File: config.mk
export PLATFORM = sky130hd
export DESIGN_NAME = adc_frame_seq
export DESIGN_NICKNAME = d
export VERILOG_FILES = /design/src/rtl/adcseq_pkg.sv /design/src/rtl/adcseq_frame_timer.sv /design/src/rtl/adcseq_reader.sv /design/src/rtl/adcseq_busy_monitor.sv /design/src/rtl/adc_frame_seq.sv
export SDC_FILE = /design/constraint.sdc
export NUM_CORES = 1
export LEC_CHECK = 0
export CAP_MARGIN = 40
export CORE_MARGIN = 1
export CORE_UTILIZATION = 57
export CTS_BUF_LIST = sky130_fd_sc_hd__clkbuf_8 sky130_fd_sc_hd__clkbuf_16
export DETAILED_ROUTE_END_ITERATION = 6
export HOLD_SLACK_MARGIN = 0.06
export PLACE_DENSITY = 0.83
export SLEW_MARGIN = 20
export SYNTH_ARGS = -nofsm -noshare
export SYNTH_HDL_FRONTEND = slang
export SYNTH_SLANG_ARGS = --single-unit
File: constraint.sdc
create_clock -name clk -period 2.65 [get_ports clk]
set_input_delay 0.53 -clock clk [delete_from_list [all_inputs] [get_ports clk]]
set_output_delay 0.53 -clock clk [all_outputs]
set_load 0.02 [all_outputs]
File: src/rtl/adcseq_pkg.sv
package adcseq_pkg;

  // serial bits that each data lane carries per frame
  function automatic int lane_bits(input int channels, input int lanes, input int word_w);
    return (channels / lanes) * word_w;
  endfunction

  // controller cycles from chip-select fall to chip-select rise
  function automatic int read_cycles(input int bits, input int sclk_half);
    return 2 * bits * sclk_half;
  endfunction

  // frame cycle in which the readout completes (launch at conv_wait)
  function automatic int finish_cycle(input int conv_wait, input int bits, input int sclk_half);
    return conv_wait + 1 + read_cycles(bits, sclk_half);
  endfunction

  // true when a readout completes before the next frame boundary
  function automatic bit schedule_fits(input int frame_cyc, input int conv_wait,
                                       input int bits, input int sclk_half);
    return finish_cycle(conv_wait, bits, sclk_half) < frame_cyc;
  endfunction

endpackage

File: src/rtl/adcseq_frame_timer.sv
module adcseq_frame_timer #(
  parameter int FRAME_CYC = 250,
  parameter int START_W   = 3,
  parameter int CONV_WAIT = 150,
  parameter int FCW       = $clog2(FRAME_CYC)
) (
  input  logic           clk,
  input  logic           rst,
  output logic [FCW-1:0] fcnt_o,
  output logic           frame_tick_o,
  output logic           launch_o,
  output logic           start_o
);
  localparam logic [FCW-1:0] LAST  = FCW'(FRAME_CYC - 1);
  localparam logic [FCW-1:0] SW    = FCW'(START_W);
  localparam logic [FCW-1:0] LAUNCH = FCW'(CONV_WAIT);

  logic [FCW-1:0] fcnt_nxt;

  assign fcnt_nxt = (fcnt_o == LAST) ? '0 : fcnt_o + 1'b1;

  always_ff @(posedge clk) begin
    if (rst) begin
      fcnt_o  <= LAST;
      start_o <= 1'b0;
    end else begin
      fcnt_o  <= fcnt_nxt;
      start_o <= (fcnt_nxt < SW);
    end
  end

  assign frame_tick_o = (fcnt_o == '0);
  assign launch_o     = (fcnt_o == LAUNCH);

  assert_start_frame_edge_R2: assert property (@(posedge clk) disable iff (rst)
    $rose(start_o) |-> frame_tick_o);

  assert_start_width_R2: assert property (@(posedge clk) disable iff (rst)
    (start_o && fcnt_o == SW - 1'b1) |=> !start_o);

endmodule

File: src/rtl/adcseq_reader.sv
module adcseq_reader #(
  parameter int LANES     = 4,
  parameter int LANE_BITS = 32,
  parameter int SCLK_HALF = 1
) (
  input  logic                       clk,
  input  logic                       rst,
  input  logic                       go_i,
  input  logic [LANES-1:0]           sdi_i,
  output logic                       cs_n_o,
  output logic                       sclk_o,
  output logic                       reading_o,
  output logic                       fin_o,
  output logic [LANES*LANE_BITS-1:0] lanes_o
);
  localparam int HCW = (SCLK_HALF > 1) ? $clog2(SCLK_HALF) : 1;
  localparam int BCW = $clog2(LANE_BITS + 1);

  logic           active;
  logic [HCW-1:0] hcnt;
  logic [BCW-1:0] bcnt;
  logic           half_end;
  logic           rise_ev;
  logic           fall_ev;

  assign half_end  = active && (hcnt == HCW'(SCLK_HALF - 1));
  assign rise_ev   = half_end && !sclk_o;
  assign fall_ev   = half_end && sclk_o;
  assign fin_o     = fall_ev && (bcnt == BCW'(LANE_BITS - 1));
  assign reading_o = active;

  always_ff @(posedge clk) begin
    if (rst) begin
      active <= 1'b0;
      cs_n_o <= 1'b1;
      sclk_o <= 1'b0;
      hcnt   <= '0;
      bcnt   <= '0;
    end else if (!active) begin
      if (go_i) begin
        active <= 1'b1;
        cs_n_o <= 1'b0;
        sclk_o <= 1'b0;
        hcnt   <= '0;
        bcnt   <= '0;
      end
    end else if (half_end) begin
      hcnt   <= '0;
      sclk_o <= ~sclk_o;
      if (fall_ev) bcnt <= bcnt + 1'b1;
      if (fin_o) begin
        active <= 1'b0;
        cs_n_o <= 1'b1;
      end
    end else begin
      hcnt <= hcnt + 1'b1;
    end
  end

  for (genvar g = 0; g < LANES; g++) begin : g_lane
    logic [LANE_BITS-1:0] sh;
    always_ff @(posedge clk) begin
      if (rst)          sh <= '0;
      else if (rise_ev) sh <= {sh[LANE_BITS-2:0], sdi_i[g]};
    end
    assign lanes_o[g*LANE_BITS +: LANE_BITS] = sh;
  end

  assert_sclk_idle_R4: assert property (@(posedge clk) disable iff (rst)
    cs_n_o |-> !sclk_o);

  assert_go_ignored_while_reading_R4: assert property (@(posedge clk) disable iff (rst)
    (active && !fin_o) |=> !cs_n_o);

endmodule

File: src/rtl/adcseq_busy_monitor.sv
module adcseq_busy_monitor #(
  parameter int FCW      = 8,
  parameter int BUSY_WIN = 40
) (
  input  logic           clk,
  input  logic           rst,
  input  logic           busy_i,
  input  logic [FCW-1:0] fcnt_i,
  input  logic           frame_tick_i,
  input  logic           launch_i,
  output logic           late_err_o,
  output logic           miss_err_o
);
  logic s1, s2, s3;
  logic busy_rise;
  logic seen;
  logic win_end;

  always_ff @(posedge clk) begin
    if (rst) begin
      s1 <= 1'b0;
      s2 <= 1'b0;
      s3 <= 1'b0;
    end else begin
      s1 <= busy_i;
      s2 <= s1;
      s3 <= s2;
    end
  end

  assign busy_rise = s2 && !s3;
  assign win_end   = (fcnt_i == FCW'(BUSY_WIN));

  always_ff @(posedge clk) begin
    if (rst) begin
      seen       <= 1'b0;
      late_err_o <= 1'b0;
      miss_err_o <= 1'b0;
    end else begin
      seen <= frame_tick_i ? busy_rise : (seen | busy_rise);
      if (launch_i && s2)                    late_err_o <= 1'b1;
      if (win_end && !seen && !busy_rise)    miss_err_o <= 1'b1;
    end
  end

  assert_late_sticky_R8: assert property (@(posedge clk) disable iff (rst)
    late_err_o |=> late_err_o);

  assert_miss_sticky_R9: assert property (@(posedge clk) disable iff (rst)
    miss_err_o |=> miss_err_o);

  assert_late_needs_launch_R8: assert property (@(posedge clk) disable iff (rst)
    $rose(late_err_o) |-> $past(launch_i));

endmodule

File: src/rtl/adc_frame_seq.sv
module adc_frame_seq #(
  parameter int CHANNELS  = 8,
  parameter int LANES     = 4,
  parameter int WORD_W    = 16,
  parameter int FRAME_CYC = 250,
  parameter int START_W   = 3,
  parameter int CONV_WAIT = 150,
  parameter int SCLK_HALF = 1,
  parameter int BUSY_WIN  = 40
) (
  input  logic                       clk,
  input  logic                       rst,
  output logic                       conv_start_o,
  input  logic                       busy_i,
  output logic                       cs_n_o,
  output logic                       sclk_o,
  input  logic [LANES-1:0]           sdi_i,
  output logic [CHANNELS*WORD_W-1:0] samples_o,
  output logic                       samples_valid_o,
  output logic                       busy_err_late_o,
  output logic                       busy_err_miss_o,
  output logic                       overrun_o
);
  import adcseq_pkg::*;

  localparam int FCW = $clog2(FRAME_CYC);
  localparam int CPL = CHANNELS / LANES;
  localparam int LB  = lane_bits(CHANNELS, LANES, WORD_W);

  logic [FCW-1:0]          fcnt;
  logic                    frame_tick;
  logic                    launch;
  logic                    reading;
  logic                    fin;
  logic [LANES*LB-1:0]     lanes;
  logic [CHANNELS*WORD_W-1:0] mapped;

  adcseq_frame_timer #(
    .FRAME_CYC(FRAME_CYC), .START_W(START_W), .CONV_WAIT(CONV_WAIT), .FCW(FCW)
  ) u_timer (
    .clk(clk), .rst(rst), .fcnt_o(fcnt), .frame_tick_o(frame_tick),
    .launch_o(launch), .start_o(conv_start_o)
  );

  adcseq_reader #(
    .LANES(LANES), .LANE_BITS(LB), .SCLK_HALF(SCLK_HALF)
  ) u_reader (
    .clk(clk), .rst(rst), .go_i(launch), .sdi_i(sdi_i), .cs_n_o(cs_n_o),
    .sclk_o(sclk_o), .reading_o(reading), .fin_o(fin), .lanes_o(lanes)
  );

  adcseq_busy_monitor #(
    .FCW(FCW), .BUSY_WIN(BUSY_WIN)
  ) u_busy (
    .clk(clk), .rst(rst), .busy_i(busy_i), .fcnt_i(fcnt),
    .frame_tick_i(frame_tick), .launch_i(launch),
    .late_err_o(busy_err_late_o), .miss_err_o(busy_err_miss_o)
  );

  // first word shifted on a lane is the lowest channel of that lane
  for (genvar l = 0; l < LANES; l++) begin : g_map_lane
    for (genvar j = 0; j < CPL; j++) begin : g_map_word
      assign mapped[(l*CPL + j)*WORD_W +: WORD_W] = lanes[l*LB + (CPL-1-j)*WORD_W +: WORD_W];
    end
  end

  always_ff @(posedge clk) begin
    if (rst) begin
      samples_o       <= '0;
      samples_valid_o <= 1'b0;
      overrun_o       <= 1'b0;
    end else begin
      samples_valid_o <= fin;
      if (fin) samples_o <= mapped;
      if (frame_tick && reading) overrun_o <= 1'b1;
    end
  end

  assert_valid_single_R6: assert property (@(posedge clk) disable iff (rst)
    samples_valid_o |=> !samples_valid_o);

  assert_valid_with_cs_R6: assert property (@(posedge clk) disable iff (rst)
    $rose(cs_n_o) |-> samples_valid_o);

  assert_samples_hold_R6: assert property (@(posedge clk) disable iff (rst)
    !samples_valid_o |-> $stable(samples_o));

  assert_launch_opens_read_R7: assert property (@(posedge clk) disable iff (rst)
    (launch && !reading) |=> !cs_n_o);

  assert_overrun_sticky_R10: assert property (@(posedge clk) disable iff (rst)
    overrun_o |=> overrun_o);

endmodule

==> results of run 1 <==
sequential cells by signal, indices dropped and copies added (netlist names), 6 cells and up:
signal / cells
samples_o: 128
u_reader.g_lane.sh: 128
u_timer.fcnt_o: 8
u_reader.bcnt: 6
Yosys cell counts, types with 2 or more instances:
library cell	n	area share, %
nand2_1	267	10
o21bai_1	6	0.47
xnor2_1	3	0.28
and4b_2	2	0.24
dfxtp_1	283	59
clkbuf_1	29	1.1
a211oi_1	2	0.16
a31oi_1	2	0.13
or3_2	3	0.24
inv_1	3	0.12
ha_1	5	0.66
nand2b_1	2	0.13
o21ai_0	4	0.21
and2_1	2	0.13
buf_4	16	1.3
nor2b_1	3	0.20
buf_2	20	1.0
nor3_1	4	0.21
and4bb_2	2	0.26
nand3_1	5	0.26
buf_6	11	1.3
buf_1	2	0.079
nor2_1	11	0.43
a21oi_1	138	7.2
nor3b_1	2	0.16
a22o_1	128	12
nor4_1	3	0.20
final cells by class:
cell class	count	area, um2
Inverter	3	11.3
Sequential cell	283	5670
Timing Repair Buffer	155	1600
Multi-Input combinational cell	616	3430
Fill cell	1172	4300
Tap cell	216	270
Clock inverter	16	95.1
Clock buffer	32	744
worst min path at each step:
stage | start | endpoint | slack [ns] | cells past startpoint
4_1_cts | rst | u_reader.g_lane[3].sh[17] | 0.39 | 2
3_5_place_dp | u_busy.s1 | u_busy.s2 | 0.42 | 1
5_1_grt | rst | u_reader.g_lane[2].sh[23] | 0.40 | 2
6_report | rst | u_reader.g_lane[2].sh[27] | 0.41 | 2
2_1_floorplan | u_busy.s1 | u_busy.s2 | 0.41 | 1
3_3_place_gp | u_busy.s1 | u_busy.s2 | 0.42 | 1
power by group through the flow:
stage,clock [W],sequential [W],combinational [W]
after CTS,0.00366,0.00444,0.000440
after global placement,0,0.00453,0.000414
after floorplan,0,0.00445,0.000437
after global routing,0.00387,0.00445,0.000491
after detailed placement,0,0.00453,0.000441
final,0.00360,0.00444,0.000441
cells by family after synthesis:
| group | Yosys count |
|---|---|
| AO/OA/AOI/OAI | 287 |
| XOR/XNOR | 4 |
| adder cells (fa/ha/maj) | 5 |
| buffers and inverters | 81 |
| flip-flops | 283 |
| AND/OR/NAND/NOR | 320 |
per-layer routing:
layer / global-route usage, % / vias to the layer above / routed length, um
met5: 0 / - / 0
met4: 6.01 / 0 / 284
met3: 4.75 / 27 / 1030
met2: 38.6 / 164 / 9750
met1: 30.8 / 3469 / 9190
li1: - / 3595 / -
stage by stage:
step	util [%]	cell area, um2	instances	power (W)	hold slack, ns
2_1_floorplan	-	9550	980	0.00489	0.414
3_3_place_gp	67.9	10900	1272	0.00494	0.420
3_5_place_dp	68.1	11000	1273	0.00497	0.422
4_1_cts	73.3	11800	1321	0.00854	0.388
5_1_grt	73.3	11800	1321	0.00882	0.400
6_report	73.3	11800	1321	0.00848	0.408
==> results.md, run 1 <==
* Crit path buf inv count at 1
* Largest delay share family, worst path: buffers and inverters
* Post-synthesis simple-gate area fraction at 14.2%
* Crit-path cells: clkdlybuf4s50_1
* Largest family of logic cells by synthesized area: compound AO/OA/AOI/OAI gates
* Predominant post-synthesis flop cell: dfxtp_1
* Adder-Cell Fraction of Synth Area at 0.655%
* Flop pwr share at 52.4%
* Critical path class: reg -> out
* Commonest non-fill, non-tap cell in the layout: dfxtp_1
* Routed len/inst at 15.3 um
* Vias in the first global route at 6,829
* Antenna viol nets, final at 0
* P_leak at 4.19 nW
* Startpoint types: register
* Post-Syn Nets at 992
* Net switching fraction of the power at 22.4%
* Worst R2R Path Depth at 6
* Die Ht at 131 um
* End of the critical path: sclk_o
* Worst Skew at 0.0101 ns
* CP peak stage delay at 0.66 ns
* Worst slack, placed at 0.543 ns
* CTS sink cnt at 283
* Total gr overflow at 0
* Number of iterations in the first detailed-routing pass at 4
* Layout cells sized above 1 at 6.24%
* Worst-Skew Late Latency at 0.52 ns
* CTS Root Cell: clkbuf_16
* Die area at 17,300 um2
* Dpl hpwl at 12,300 um
* CP Data Required Time at 2.12 ns
* FF-to-FF setup slack at 0.55 ns
* Syn. warnings at 0
* Max Slew Vio Count at 0
* Final setup viols at 0
* DRT Wirelength at 20,300 um
* Reg-to-Reg Start: u_reader.bcnt[0]
* Via count at 7,255
* Slew headroom at 51.0%
* Worst hold path class: in -> reg
* Area Growth Syn to Fin at 23.7%
* Logic pwr share at 5.2%
* Async set or reset register ratio after synthesis at 0%
* Tcrit/Tclk final at 81.9%
* Worst-path clk slew at 0.06 ns
* Mapped Cells at 980
* Count of final hold-check violations at 0
* VDD IR max at 0.000598 V
* Initial Util at 59.3%
* H-tree Lvls at 1
* #FFs+latches synth at 283
* Maximum capacitance violations at 0
* Synth Cell Area at 9550 um2
* PD cells at 718 nW/um2
* Minimum clock period at 2.17 ns
* Initial antenna violation count at 0
* Yosys cell types at 49
* Number of CTS-inserted buffers at 27
* Setup crit start: u_reader.sclk_o
* DR vias/cell at 5.49
* Post-synthesis compound-gate area fraction at 20.6%
* Xor and xnor area share after synthesis at 0.367%
* Post-CTS setup buffer count at 0
* N_diodes at 0
* Resized Gates After CTS at 0
* Clk buf depth at 3
* Actual slew at the worst max-slew pin at 0.735 ns
* Status: finished, final reports clean
* Synthesized area per cell at 9.74 um2
* Setup ws final at 0.480 ns
* Fraction of synthesized area in multiplexers at 0%
* Residual DRC count at 0
* WP data arrival at 1.64 ns
* FP Rows at 46
* Hold Buf Count CTS at 0
* Crit path depth at 1
* Internal at 0.00658 W
* Largest net degree at the start of global routing at 75
* Clock share of power at 42.4%
* Layout net count at 1,098
* Gp weighted congestion at 0.814
* GR Util All Layers at 23.2%
* Maximum clock frequency at 461 MHz
* Crit end category: output port
* R2r endpoint: samples_o[69]
* Global-route wire length before repair at 33,800 um
* Fin Setup TNS at 0 ns
* Number of DRC markers in iteration 0 at 413
* Buffers on Ports at 141
* Crit-path max FO at 7
* P_sw at 0.00190 W
* Slowest stage cell, crit path: clkdlybuf4s50_1
* Most frequent cells in the layout: dfxtp_1 (283), nand2_1 (267), clkdlybuf4s50_1 (140)
* CTS tree: done
* Post-synth EDFFs at 0
* Die width at 131 um
* Sequential share of the synthesized area at 59.3%
* Top Ports at 142
* Core ar. at 16,100 um2
* Unrepaired setup endpoints after global routing: no
Note: power is estimated with default switching activity, not from simulation.
==> run 2, diff against run 1 <==
--- a/config.mk
+++ b/config.mk
@@ -7,11 +7,11 @@
 export LEC_CHECK = 0
 export CAP_MARGIN = 40
 export CORE_MARGIN = 1
-export CORE_UTILIZATION = 57
+export CORE_UTILIZATION = 48
 export CTS_BUF_LIST = sky130_fd_sc_hd__clkbuf_8 sky130_fd_sc_hd__clkbuf_16
 export DETAILED_ROUTE_END_ITERATION = 6
 export HOLD_SLACK_MARGIN = 0.06
-export PLACE_DENSITY = 0.83
+export PLACE_DENSITY = 0.75
 export SLEW_MARGIN = 20
 export SYNTH_ARGS = -nofsm -noshare
 export SYNTH_HDL_FRONTEND = slang
==> constraint.sdc (replaced) <==
create_clock -name clk -period 1.7 [get_ports clk]
set_input_delay 0.34 -clock clk [delete_from_list [all_inputs] [get_ports clk]]
set_output_delay 0.34 -clock clk [all_outputs]
set_load 0.02 [all_outputs]
==> results.md, run 2 (synthesis gave the netlist of run 1 again) <==
* Status: finished, final reports clean
* Top Ports at 142 (unchanged)
* CTS tree: done
* Number of iterations in the first detailed-routing pass at 5 (+1)
* Setup ws final at 0.0249 ns (-0.455 ns)
* Internal at 0.0106 W (+62%)
* Fin Setup TNS at 0 ns (unchanged)
* Clock share of power at 43.4% (+1.0 points)
* Critical path class: reg -> reg
* Largest net degree at the start of global routing at 89 (+19%)
* Minimum clock period at 1.68 ns
* Maximum capacitance violations at 0 (unchanged)
* Layout Utilization at 62.0% (-11 points)
* Global-route wire length before repair at 33,100 um (-2.2%)
* Die width at 143 um (+8.8%)
* Core ar. at 19,500 um2 (+21%)
* Startpoint types: register
* Net switching fraction of the power at 22.4% (about the same)
* Most frequent cells in the layout: dfxtp_1 (279), nand2_1 (267), a21oi_1 (137)
* P_leak at 5.02 nW (+20%)
* Unrepaired setup endpoints after global routing: yes
* VDD IR max at 0.000893 V (+49%)
* Number of DRC markers in iteration 0 at 421 (+1.9%)
* CTS Root Cell: clkbuf_16
* Final setup viols at 0 (unchanged)
* Die area at 20,500 um2 (+18%)
* Biggest regs: samples_o x128, u_reader.g_lane.sh x128, u_timer.fcnt_o x8
* Logic pwr share at 6.5% (+1.3 points)
* Via count at 7,332 (+1.1%)
* Fin Hold WS at 0.149 ns (-0.259 ns)
* Flop pwr share at 50.1% (-2.3 points)
* Initial Util at 49.1% (-10 points)
* Tcrit/Tclk final at 98.5%
* Initial antenna violation count at 0 (unchanged)
* P_sw at 0.00306 W (+61%)
* Clk buf depth at 3 (unchanged)
* Worst slack, placed at 0.0137 ns (-0.529 ns)
* Gp weighted congestion at 0.828 (+1.8%)
* Worst Skew at 0.0114 ns (+0.00127 ns)
* Vias in the first global route at 6,611 (-3.2%)
* Seq. cell area at 5670 um2 (about the same)
* Count of final hold-check violations at 0 (unchanged)
* Fill count at 1,665 (+42%)
* WP data arrival at 2.09 ns (+0.45 ns)
* Worst hold path class: in -> reg
* Dpl hpwl at 12,300 um (-0.41%)
* Maximum clock frequency at 597 MHz
* Footprint of the multi-input gates at 3470 um2 (+1.2%)
* Crit-path max FO at 22 (+15)
* CP Data Required Time at 2.12 ns (about the same)
* Max Slew Vio Count at 0 (unchanged)
* Crit-path cells: nand3b_1, nor4_4, buf_4, nor2_4, clkbuf_16, a22o_1
* Actual slew at the worst max-slew pin at 0.433 ns (-0.302 ns)
* Number of CTS-inserted buffers at 28 (+3.7%)
* CP peak stage delay at 0.31 ns (-0.35 ns)
* Crit end category: register
* DR vias/cell at 5.25 (-4.4%)
* Die Ht at 143 um (+8.8%)
* Antenna viol nets, final at 0 (unchanged)
* Routed len/inst at 14.8 um (-3.5%)
* N_diodes at 0 (unchanged)
* Worst-Skew Late Latency at 0.53 ns (about the same)
* PD cells at 1130 nW/um2 (+58%)
* FP Rows at 51 (+11%)
* CTS sink cnt at 283 (unchanged)
* DRT Wirelength at 20,700 um (+2.1%)
* Area Growth Syn to Fin at 26.4%
* Power Total at 0.0137 W (+62%)
* Slew headroom at 71.1% (+20 points)
* Worst-path clk slew at 0.06 ns (about the same)
* GR Util All Layers at 19.8% (-3.5 points)
* Layout net count at 1,123 (+2.3%)
* Commonest non-fill, non-tap cell in the layout: dfxtp_1
* Total gr overflow at 0 (unchanged)
* Buffers on Ports at 141 (unchanged)
* H-tree Lvls at 1 (unchanged)
* Hold Buf Count CTS at 0 (unchanged)
* Layout cells sized above 1 at 9.63% (+3.4 points)
* Slowest stage cell, crit path: nor4_4
* Residual DRC count at 0 (unchanged)
-- run 2: cell count changes in the layout (fill, tap and decap cells not counted), sizes merged, moves of 4 or more --
cell	previous run	this run
dlygate4sd2	0	134
inv	13	9
buf	15	36
clkbuf	32	38
clkinv	4	8
clkdlybuf4s50	140	5
-- run 2: area by class of cell --
class | instances | share of cell area, %
clock buffers | 35 | 6.70
inverters | 3 | 0.0933
multi-input cells | 617 | 28.7
well taps | 265 | 2.75
repair buffers | 178 | 13.9
clock inverters | 16 | 0.860
flip-flops and latches | 283 | 47.0
-- run 2: final timing paths --
kind | from | end | slack [ns] | cells past startpoint
hold reg to reg | u_reader.cs_n_o | u_reader.cs_n_o | 0.44 | 2
setup / recovery | u_reader.hcnt | samples_o[25] | 0.02 | 6
setup reg to reg | u_reader.hcnt | samples_o[25] | 0.02 | 6
hold / removal | rst | u_reader.g_lane[3].sh[28] | 0.15 | 2
-- run 2: what timing repair did --
action | in CTS | in global routing
buffers inserted | 2 | 1
cloned | 0 | 3
pin swaps | 1 | 37
endpoints found under the setup margin | 187 | 128
resized for setup | 138 | 10
-- run 2: stage by stage --
| step | cell area, um2 | instances |
|---|---|---|
| floorplan | 9550 | 980 |
| global placement | 11200 | 1340 |
| detailed placement | 11200 | 1340 |
| CTS | 12000 | 1393 |
| global route | 12100 | 1397 |
| finish | 12100 | 1397 |
-- run 2: power groups by stage --
stage | Sequential, W | Clock, W | Combinational [W]
floorplan | 0.00694 | 0 | 0.000682
global placement | 0.00701 | 0 | 0.000832
detailed placement | 0.00701 | 0 | 0.000852
CTS | 0.00686 | 0.00607 | 0.000859
global route | 0.00689 | 0.00637 | 0.000994
finish | 0.00687 | 0.00594 | 0.000885
-- run 2: metal layers --
metal,routed length [um],up-vias,share of wire (%),GRT usage (%)
met5,0,-,0,0
met4,400,0,1.9,5.89
met3,1300,30,6.3,4.56
met2,9530,157,46,32.0
met1,9440,3486,46,26.2
li1,-,3659,-,-
-- run 2: worst max-delay path, delay by kind of cell, from the launching register on --
family | cells | cell delay [ns]
AOI/OAI and AO/OA | 1 | 0.24
buffers and inverters | 2 | 0.38
DFF | 1 | 0.30
and+or+nand+nor | 3 | 0.62
